**config.mk**
```make
export PLATFORM = sky130hd
export DESIGN_NAME = eeprom_i2c_slave
export DESIGN_NICKNAME = d
export VERILOG_FILES = /design/src/rtl/eeprom_slave_pkg.sv /design/src/rtl/eeprom_slave_sync.sv /design/src/rtl/eeprom_slave_events.sv /design/src/rtl/eeprom_slave_addr.sv /design/src/rtl/eeprom_i2c_slave.sv
export SDC_FILE = /design/constraint.sdc
export NUM_CORES = 1
export LEC_CHECK = 0
export ABC_AREA = 1
export BUFFER_PORTS_ARGS = -buffer_cell sky130_fd_sc_hd__clkbuf_2
export CAP_MARGIN = 40
export CORE_UTILIZATION = 37
export CTS_CLUSTER_DIAMETER = 100
export DETAILED_ROUTE_END_ITERATION = 10
export PLACE_DENSITY_LB_ADDON = 0.2
export RECOVER_POWER = 25
export SETUP_SLACK_MARGIN = 0.3
export SLEW_MARGIN = 20
export SYNTH_ARGS = -nofsm -noshare
export SYNTH_HDL_FRONTEND = slang
export SYNTH_SLANG_ARGS = --single-unit
```
**constraint.sdc**
```tcl
create_clock -name clk -period 2.2 [get_ports clk]
set_clock_uncertainty 0.05 [all_clocks]
set_input_delay 0.22 -clock clk [delete_from_list [all_inputs] [get_ports clk]]
set_output_delay 0.22 -clock clk [all_outputs]
set_load 0.01 [all_outputs]
```
**src/rtl/eeprom_slave_pkg.sv**
```systemverilog
package eeprom_slave_pkg;
  localparam int PAGE_W = 2;
  localparam int BYTE_W = 8;
  localparam int ADDR_W = BYTE_W + PAGE_W;

  typedef logic [ADDR_W-1:0] waddr_t;

  typedef enum logic [2:0] {
    S_IDLE, S_DEV, S_WORD, S_WDATA, S_ACK, S_RDATA, S_RACK, S_HOLD
  } state_t;

  // device byte: [7:4] type code, [3] strap, [2:1] page, [0] direction
  function automatic logic dev_match(input logic [BYTE_W-1:0] b,
                                     input logic [3:0] id, input logic strap);
    return (b[7:4] == id) && (b[3] == strap);
  endfunction

  function automatic waddr_t addr_step(input waddr_t a);
    return a + waddr_t'(1);
  endfunction
endpackage

```
**src/rtl/eeprom_slave_sync.sv**
```systemverilog
module eeprom_slave_sync #(
  parameter int STAGES = 2
) (
  input  logic clk,
  input  logic rst_n,
  input  logic d,
  output logic q
);
  logic [STAGES-1:0] r;

  always_ff @(posedge clk or negedge rst_n) begin
    if (!rst_n) r <= '1;
    else        r <= {r[STAGES-2:0], d};
  end

  assign q = r[STAGES-1];
endmodule

```
**src/rtl/eeprom_slave_events.sv**
```systemverilog
module eeprom_slave_events (
  input  logic clk,
  input  logic rst_n,
  input  logic scl_s,
  input  logic sda_s,
  output logic ev_start,
  output logic ev_stop,
  output logic ev_rise,
  output logic ev_fall
);
  logic scl_q, sda_q;

  always_ff @(posedge clk or negedge rst_n) begin
    if (!rst_n) begin
      scl_q <= 1'b1;
      sda_q <= 1'b1;
    end else begin
      scl_q <= scl_s;
      sda_q <= sda_s;
    end
  end

  assign ev_rise  =  scl_s & ~scl_q;
  assign ev_fall  = ~scl_s &  scl_q;
  assign ev_start =  scl_s &  scl_q &  sda_q & ~sda_s;
  assign ev_stop  =  scl_s &  scl_q & ~sda_q &  sda_s;
endmodule

```
**src/rtl/eeprom_slave_addr.sv**
```systemverilog
module eeprom_slave_addr
  import eeprom_slave_pkg::*;
(
  input  logic              clk,
  input  logic              rst_n,
  input  logic              ld_page,
  input  logic [PAGE_W-1:0] page,
  input  logic              ld_word,
  input  logic [BYTE_W-1:0] word,
  input  logic              inc,
  output waddr_t            addr
);
  waddr_t addr_nx;

  always_comb begin
    addr_nx = addr;
    if (inc) addr_nx = addr_step(addr);
    if (ld_page) addr_nx[ADDR_W-1:BYTE_W] = page;
    if (ld_word) addr_nx[BYTE_W-1:0] = word;
  end

  always_ff @(posedge clk or negedge rst_n) begin
    if (!rst_n) addr <= '0;
    else        addr <= addr_nx;
  end

  // the top address rolls over to zero
  a_r7_wrap: assert property (@(posedge clk) disable iff (!rst_n)
    (inc && !ld_page && !ld_word && addr == '1) |=> addr == '0);
endmodule

```
**src/rtl/eeprom_i2c_slave.sv**
```systemverilog
module eeprom_i2c_slave
  import eeprom_slave_pkg::*;
#(
  parameter logic [3:0] DEV_ID      = 4'b1010,
  parameter int         SYNC_STAGES = 2
) (
  input  logic              clk,
  input  logic              rst_n,
  input  logic              scl_i,
  input  logic              sda_i,
  output logic              sda_oe,
  input  logic              a2_i,
  input  logic              busy_i,
  output logic [ADDR_W-1:0] mem_addr,
  output logic              mem_wr,
  output logic [BYTE_W-1:0] mem_wdata,
  output logic              mem_rd,
  input  logic [BYTE_W-1:0] mem_rdata
);
  localparam int BIT_W = $clog2(BYTE_W);
  localparam logic [BIT_W-1:0] LAST_BIT = BIT_W'(BYTE_W - 1);

  logic scl_s, sda_s;
  logic ev_start, ev_stop, ev_rise, ev_fall;

  eeprom_slave_sync #(.STAGES(SYNC_STAGES)) i_sync_scl (
    .clk(clk), .rst_n(rst_n), .d(scl_i), .q(scl_s));
  eeprom_slave_sync #(.STAGES(SYNC_STAGES)) i_sync_sda (
    .clk(clk), .rst_n(rst_n), .d(sda_i), .q(sda_s));

  eeprom_slave_events i_events (
    .clk(clk), .rst_n(rst_n), .scl_s(scl_s), .sda_s(sda_s),
    .ev_start(ev_start), .ev_stop(ev_stop), .ev_rise(ev_rise), .ev_fall(ev_fall));

  state_t            state, ack_next;
  logic [BIT_W-1:0]  bitcnt;
  logic [BYTE_W-1:0] shreg, txbyte, txsh;
  logic              got_byte, rd_load, acked;

  // named internal events
  logic byte_fall, dev_ok, dev_hit, ld_word, ptr_inc;
  assign byte_fall = !busy_i && ev_fall && got_byte;
  assign dev_ok    = dev_match(shreg, DEV_ID, a2_i);
  assign dev_hit   = byte_fall && state == S_DEV && dev_ok;
  assign ld_word   = byte_fall && state == S_WORD;
  assign ptr_inc   = mem_wr || rd_load;

  waddr_t ptr;
  eeprom_slave_addr i_addr (
    .clk(clk), .rst_n(rst_n),
    .ld_page(dev_hit), .page(shreg[PAGE_W:1]),
    .ld_word(ld_word), .word(shreg),
    .inc(ptr_inc), .addr(ptr));
  assign mem_addr = ptr;

  always_ff @(posedge clk or negedge rst_n) begin
    if (!rst_n) begin
      state <= S_IDLE; ack_next <= S_IDLE; bitcnt <= '0;
      shreg <= '0; txbyte <= '0; txsh <= '0;
      got_byte <= 1'b0; rd_load <= 1'b0; acked <= 1'b0;
      sda_oe <= 1'b0; mem_wr <= 1'b0; mem_wdata <= '0; mem_rd <= 1'b0;
    end else begin
      mem_wr  <= 1'b0;
      mem_rd  <= 1'b0;
      rd_load <= mem_rd;
      if (rd_load) txbyte <= mem_rdata;
      if (busy_i) begin
        state <= S_IDLE; sda_oe <= 1'b0; got_byte <= 1'b0; acked <= 1'b0;
      end else if (ev_start) begin
        state <= S_DEV; bitcnt <= '0; sda_oe <= 1'b0; got_byte <= 1'b0; acked <= 1'b0;
      end else if (ev_stop) begin
        state <= S_IDLE; sda_oe <= 1'b0; got_byte <= 1'b0; acked <= 1'b0;
      end else begin
        case (state)
          S_DEV, S_WORD, S_WDATA: begin
            if (ev_rise) begin
              shreg  <= {shreg[BYTE_W-2:0], sda_s};
              bitcnt <= bitcnt + BIT_W'(1);
              if (bitcnt == LAST_BIT) got_byte <= 1'b1;
            end else if (ev_fall && got_byte) begin
              got_byte <= 1'b0;
              case (state)
                S_DEV: begin
                  if (dev_ok) begin
                    sda_oe <= 1'b1;
                    state  <= S_ACK;
                    if (shreg[0]) begin
                      ack_next <= S_RDATA;
                      mem_rd   <= 1'b1;
                    end else begin
                      ack_next <= S_WORD;
                    end
                  end else begin
                    state <= S_IDLE;
                  end
                end
                S_WORD: begin
                  sda_oe <= 1'b1; state <= S_ACK; ack_next <= S_WDATA;
                end
                default: begin
                  sda_oe <= 1'b1; state <= S_ACK; ack_next <= S_WDATA;
                  mem_wr <= 1'b1; mem_wdata <= shreg;
                end
              endcase
            end
          end
          S_ACK: if (ev_fall) begin
            state  <= ack_next;
            bitcnt <= '0;
            if (ack_next == S_RDATA) begin
              sda_oe <= ~txbyte[BYTE_W-1];
              txsh   <= {txbyte[BYTE_W-2:0], 1'b0};
            end else begin
              sda_oe <= 1'b0;
            end
          end
          S_RDATA: if (ev_fall) begin
            if (bitcnt == LAST_BIT) begin
              sda_oe <= 1'b0; state <= S_RACK; bitcnt <= '0;
            end else begin
              sda_oe <= ~txsh[BYTE_W-1];
              txsh   <= {txsh[BYTE_W-2:0], 1'b0};
              bitcnt <= bitcnt + BIT_W'(1);
            end
          end
          S_RACK: begin
            if (ev_rise) begin
              if (!sda_s) begin
                mem_rd <= 1'b1; acked <= 1'b1;
              end else begin
                state <= S_HOLD;
              end
            end else if (ev_fall && acked) begin
              acked  <= 1'b0;
              state  <= S_RDATA;
              bitcnt <= '0;
              sda_oe <= ~txbyte[BYTE_W-1];
              txsh   <= {txbyte[BYTE_W-2:0], 1'b0};
            end
          end
          default: ;
        endcase
      end
    end
  end

  // busy silences the bus side and the memory port
  a_r9_busy_silent: assert property (@(posedge clk) disable iff (!rst_n)
    busy_i |=> (!sda_oe && !mem_wr && !mem_rd));
  // pull-down begins only after a falling SCL edge
  a_r5_drive_after_fall: assert property (@(posedge clk) disable iff (!rst_n)
    $rose(sda_oe) |-> $past(ev_fall));
  // a start restarts device-byte reception
  a_r2_start_restarts: assert property (@(posedge clk) disable iff (!rst_n)
    (ev_start && !busy_i) |=> state == S_DEV);
  // a stop returns to idle and releases SDA
  a_r2_stop_idles: assert property (@(posedge clk) disable iff (!rst_n)
    (ev_stop && !busy_i) |=> (state == S_IDLE && !sda_oe));
  // each stored byte is one strobe
  a_r4_wr_pulse: assert property (@(posedge clk) disable iff (!rst_n)
    mem_wr |=> !mem_wr);
  // read strobe lasts one cycle
  a_r10_rd_pulse: assert property (@(posedge clk) disable iff (!rst_n)
    mem_rd |=> !mem_rd);
  // after a missing master acknowledge the line stays released
  a_r6_hold_quiet: assert property (@(posedge clk) disable iff (!rst_n)
    state == S_HOLD |-> !sda_oe);
endmodule

```
### Yosys cells after proc, flatten, opt, wreduce, memory -nomap -nowiden

Cells that the tools add are included.

* bitwise logic cells: 18
* reductions and logical operators: 30
* equality and inequality tests: 35
* $add $sub $neg: 2
* muxes and demuxes: 82

Operator list (count)
* $mux W3: 24
* $mux W8: 7
* $mux W1: 44
* $ne A5 B5 Y1 const B: 8
* $pmux W3 S4: 2
* $pmux W8 S3: 1
* $reduce_and A8 Y1: 3
* $ne A2 B2 Y1 const B: 8
* $eq A3 B3 Y1 const B: 5
* $ne A3 B3 Y1 const B: 5
* $reduce_bool A5 Y1: 3
* $reduce_and A7 Y1: 2
* $ne A6 B6 Y1 const B: 2
* $not A1 Y1: 11
* $add A10 B1 Y10 const B: 1
* $mux W10: 1
* $reduce_and A10 Y1: 1
* $logic_and A1 B1 Y1: 8
* $reduce_bool A4 Y1: 2
* $and A1 B1 Y1: 7
* $reduce_bool A7 Y1: 1
* $eq A3 B2 Y1 const B: 2
* $ne A6 B5 Y1 const B: 1
* $reduce_and A3 Y1: 2
* other kinds (15): 16

* output and inout port bits: 21
* word-level logic and storage cells: 186
* flip-flop bits (word level): 63
* input port bits: 14

### Depth between registers and ports, before layout

* depth after elaboration: 10
* gate-level depth with buffers: 11

### By module

Synthesis repeated with hierarchy kept, for this count alone.

* cells, all modules: 407
* area, all modules: 3347.0 um^2

Modules (own cells, without submodules)
* eeprom_i2c_slave: times used 1, area each 2521.2 um^2, cells an instance 309
* eeprom_slave_addr: times used 1, area each 626.9 um^2, cells an instance 81
* eeprom_slave_sync: times used 2, area each 52.6 um^2, cells an instance 2
* eeprom_slave_events: times used 1, area each 93.8 um^2, cells an instance 13

### Worst setup path before layout

Ideal clock, no wire load.

* path kind: register to register
* start: register i_events.scl_q
* end: register i_addr.addr[0]
* slack: 601 ps
* cell stages (with the launch flop): 9
* library setup time: 141 ps
* data arrival time: 1408 ps
* cell sequence: dfstp_2 inv_1 nor2_1 nand2_1 nor2_1 nand2_1 buf_2 nand3_1 o221ai_1

* cells in the longest elaborated chain, start to end: 5
* elaborated cells on any way between the ends: 6

Ends and longest elaborated chain
* start: declaration: line eeprom_slave_events.sv:11 `logic scl_q, sda_q;`
* start signal: assignment: line eeprom_slave_events.sv:18 `scl_q <= scl_s;`
* $and A1 B1 Y1 *: line eeprom_slave_events.sv:24 `assign ev_fall = ~scl_s & scl_q;`
* $logic_and A1 B1 Y1 * (2 in series): line eeprom_i2c_slave.sv:42 `assign byte_fall = !busy_i && ev_fall && got_byte;`
* $logic_and A1 B1 Y1 *: line eeprom_i2c_slave.sv:45 `assign ld_word = byte_fall && state == S_WORD;`
* $mux W8 or $reduce_bool A2 Y1 (tied branches)
* end signal: assignment: line eeprom_slave_addr.sv:24 `else addr <= addr_nx;`
* end: declaration: line eeprom_slave_addr.sv:11 `output waddr_t addr`

Every way passes the cells marked *; elsewhere a longest branch is shown, timed or not.
A chain may end at the register's enable or synchronous reset.

### Worst setup path after layout

* start: register i_sync_scl.r[1]
* end: register bitcnt[2]

* cells in the longest elaborated chain, start to end: 5
* elaborated cells on any way between the ends: 18

Ends and longest elaborated chain
* start: declaration: line eeprom_slave_sync.sv:9 `logic [STAGES-1:0] r;`
* start signal: assignment: line eeprom_slave_sync.sv:13 `else r <= {r[STAGES-2:0], d};`
* $and A1 B1 Y1 or $not A1 Y1 (tied branches): line eeprom_slave_events.sv:25, eeprom_slave_events.sv:26, eeprom_slave_events.sv:24
* $and A1 B1 Y1, on equally long branches: line eeprom_slave_events.sv:25, eeprom_slave_events.sv:24, eeprom_slave_events.sv:26
* $and A1 B1 Y1 (tied with other cells): line eeprom_slave_events.sv:25 `assign ev_start = scl_s & scl_q & sda_q & ~sda_s;`
* $ne A3 B3 Y1 (no source line) (tied with other cells)
* $reduce_and A8 Y1 (no source line)
* end signal: assignment: line eeprom_i2c_slave.sv:78 `bitcnt <= bitcnt + BIT_W'(1);`
* end signal: assignment: line eeprom_i2c_slave.sv:123 `bitcnt <= bitcnt + BIT_W'(1);`
* end: declaration: line eeprom_i2c_slave.sv:36 `logic [BIT_W-1:0] bitcnt;`

Parallel ways exist; a longest one is shown, timed or not.

==> run summary <==
Worst Hold Class: in -> reg
drt pass-1 iters: 4
initial antenna violation count: 0
Total GRT Usage: 0.183
leading area contributor after synthesis: dfrtp_1
post-route ant nets: 0
Crit path max-delay family: simple AND/OR/NAND/NOR gates
layout cells sized above 1: 0.176
wire per inst: 12.6 µm
TritonCTS clock tree: built
outcome: finished clean
DP HPWL: 5.24 mm
vias in the first global route: 2643
Critical Path AT: 1960 ps
post-layout instance area: 3720 µm²
total wire length: 7.13 mm
register area share after synthesis: 0.496
Synth Cell Area: 3140 µm²
CP required: 2380 ps
max incr delay on CP: 600 ps
cells after synthesis: 404
post-synth top area share: 0.446
Die H: 94.2 µm
Final Hold Fails: 0
gr ovfl total: 0
max-cap violations: 0
post-route DRC violation count: 0
Syn. warnings: 0
FP Rows: 33
core area: 8220 µm²
critical path peak fanout: 6
critical-path cell list: nand2_1 > nor2_2 > nor2_1 > nor3_2 > nand2_1 > nand2_1 > nand2_1
most common cell after layout, fill and taps aside: nand2_1
Most Frequent Cell on Critical Path: nand2_1
count of cell types in the netlist: 31
Final min period: 1780 ps
Synth Register Bits: 62
ranking of synthesized cells by area: dfrtp_1, nand2_1, dfstp_2
chip width: 94.2 µm
CP Buf/Inv Count: 0
root buf cell: clkbuf_8
diode count: 0
slew margin rel.: 0.463
Highest Clock Rate: 561 MHz
CTS Sinks: 62
final setup TNS: 0 ps
clk buf depth: 2
Worst-Skew Late Latency: 340 ps
fin crit share: 0.811
total number of vias: 2690
startpoint types: flip-flop
crit path capture type: flip-flop
leak pwr: 1.90 nW
CP Class: reg -> reg
most frequent cells in the layout: nand2_1, dfrtp_1, inv_1
Synth Area per Inst: 7.78 µm²
port bufs: 34
maximum number of pins on one net before global-route repair: 27
Placed Area: 3460 µm²
Final Setup Violations: 0
first-pass GRT wire length: 12.4 mm
RSZ-0062 raised after global routing: no
area delta synth->final: 18.3%
flop2flop setup slack: 420 ps
DR vias/cell: 4.77
H-Tree Depth: 3
Reg clk slew, reported paths: 70 ps
DRT iter0 DRCs: 145
routability cong.: 0.894
Initial Utilization: 0.383
Die ar.: 8870 µm²
Layout Nets: 471
Slew @ Worst Pin: 806 ps
pwr dens: 938 nW/µm²
Mapped Nets: 421
Crit-path slowest cell: dfstp_1
clock buffer count from CTS: 9
fin. max-slew vios: 0
Max IR drop VDD: 0.516 mV
I/O pin count: 35
[state kept, by name, summed over array words and instances, names as in the netlist]
signal	cells
bitcnt	3
acked	1
i_addr.addr	10
ack_next	3
mem_wdata	8
mem_rd	1
got_byte	1
shreg	8
txsh	7
txbyte	8
i_events.sda_q	1
sda_oe	1
mem_wr	1
i_sync_sda.r	2
i_events.scl_q	1
state	3
i_sync_scl.r	2
rd_load	1
[power by group]
group / switching [mW] / total (mW) / internal (mW)
logic: 0.624 / 0.966 / 0.341
registers: 0.157 / 1.50 / 1.34
clock network: 0.467 / 1.02 / 0.554
total: 1.25 / 3.49 / 2.24
[worst paths after layout]
path                                      start              end  depth (start not counted)
worst max-delay path            i_sync_scl.r[1]        bitcnt[2]                          7
worst min-delay path               mem_rdata[3]        txbyte[3]                          3
worst max register to register  i_sync_scl.r[1]        bitcnt[2]                          7
worst min register to register  i_sync_sda.r[0]  i_sync_sda.r[1]                          0
max in group asynchronous                 rst_n  i_sync_sda.r[0]                          3
min in group asynchronous                 rst_n           sda_oe                          2
[logic make-up (layout without fill, tap and decap cells)]
family | count (synthesis) | in the layout | share of synthesized area
muxes | 1 | 1 | 0.00318
adders and majority gates | 3 | 3 | 0.0119
xor gates and xnor gates | 7 | 7 | 0.0195
and+or+nand+nor | 231 | 231 | 0.318
DFF | 62 | 62 | 0.496
AOI/OAI and AO/OA | 50 | 50 | 0.0903
buffers and inverters | 50 | 105 | 0.0609
[cell type report]
class	count	area (µm²)
fill	827	4500
clock buffer	11	141
timing repair buffer	43	238
multi-input combinational	292	1420
inverter	46	173
clock inverter	5	58.8
tap	105	131
sequential	62	1560
[through the flow]
stage	hold WS (ps)	worst slack, ps	total power, mW	utilization	std cells
global route	27.7	240	3.75	0.453	564
detailed placement	110	297	2.46	0.422	544
CTS	19.5	366	3.49	0.450	563
floorplan	-126	601	2.19	-	404
global placement	106	395	2.44	0.422	544
finish	24.5	416	3.49	0.453	564
[what timing repair did]
item                                    CTS  global route
hold buffers                              3             0
pin swaps                                 0             1
gates resized for setup                   1             6
endpoints found under the setup margin    1            14
setup buffers                             0             1
endpoints found under the hold margin    15             0
[routing by layer]
layer | global-route usage | vias up | share of wire
met5 | 0 | - | 0
met4 | 0.0654 | 0 | 0.016
met3 | 0.0405 | 10 | 0.032
met2 | 0.268 | 40 | 0.43
met1 | 0.263 | 1245 | 0.52
li1 | - | 1395 | -
[cell usage after synthesis (all sizes together)]
master / number
a21oi: 9
buf: 3
clkbuf: 1
dfrtp: 56
dfstp: 6
ha: 3
inv: 46
mux2i: 1
nand2: 145
nand3: 33
nand3b: 2
nand4: 2
nor2: 41
nor3: 7
nor4: 1
o211ai: 2
o21a: 6
o21ai: 27
o21bai: 3
o221ai: 1
o22ai: 2
xnor2: 3
xor2: 4
[worst register-to-register path, cell delays in order (launching register included)]
cell	delay (ps)
dfstp_1	600
nand2_1	130
nor2_2	270
nor2_1	110
nor3_2	250
nand2_1	130
nand2_1	80
nand2_1	50
Note: power is estimated with default switching activity, not from simulation.
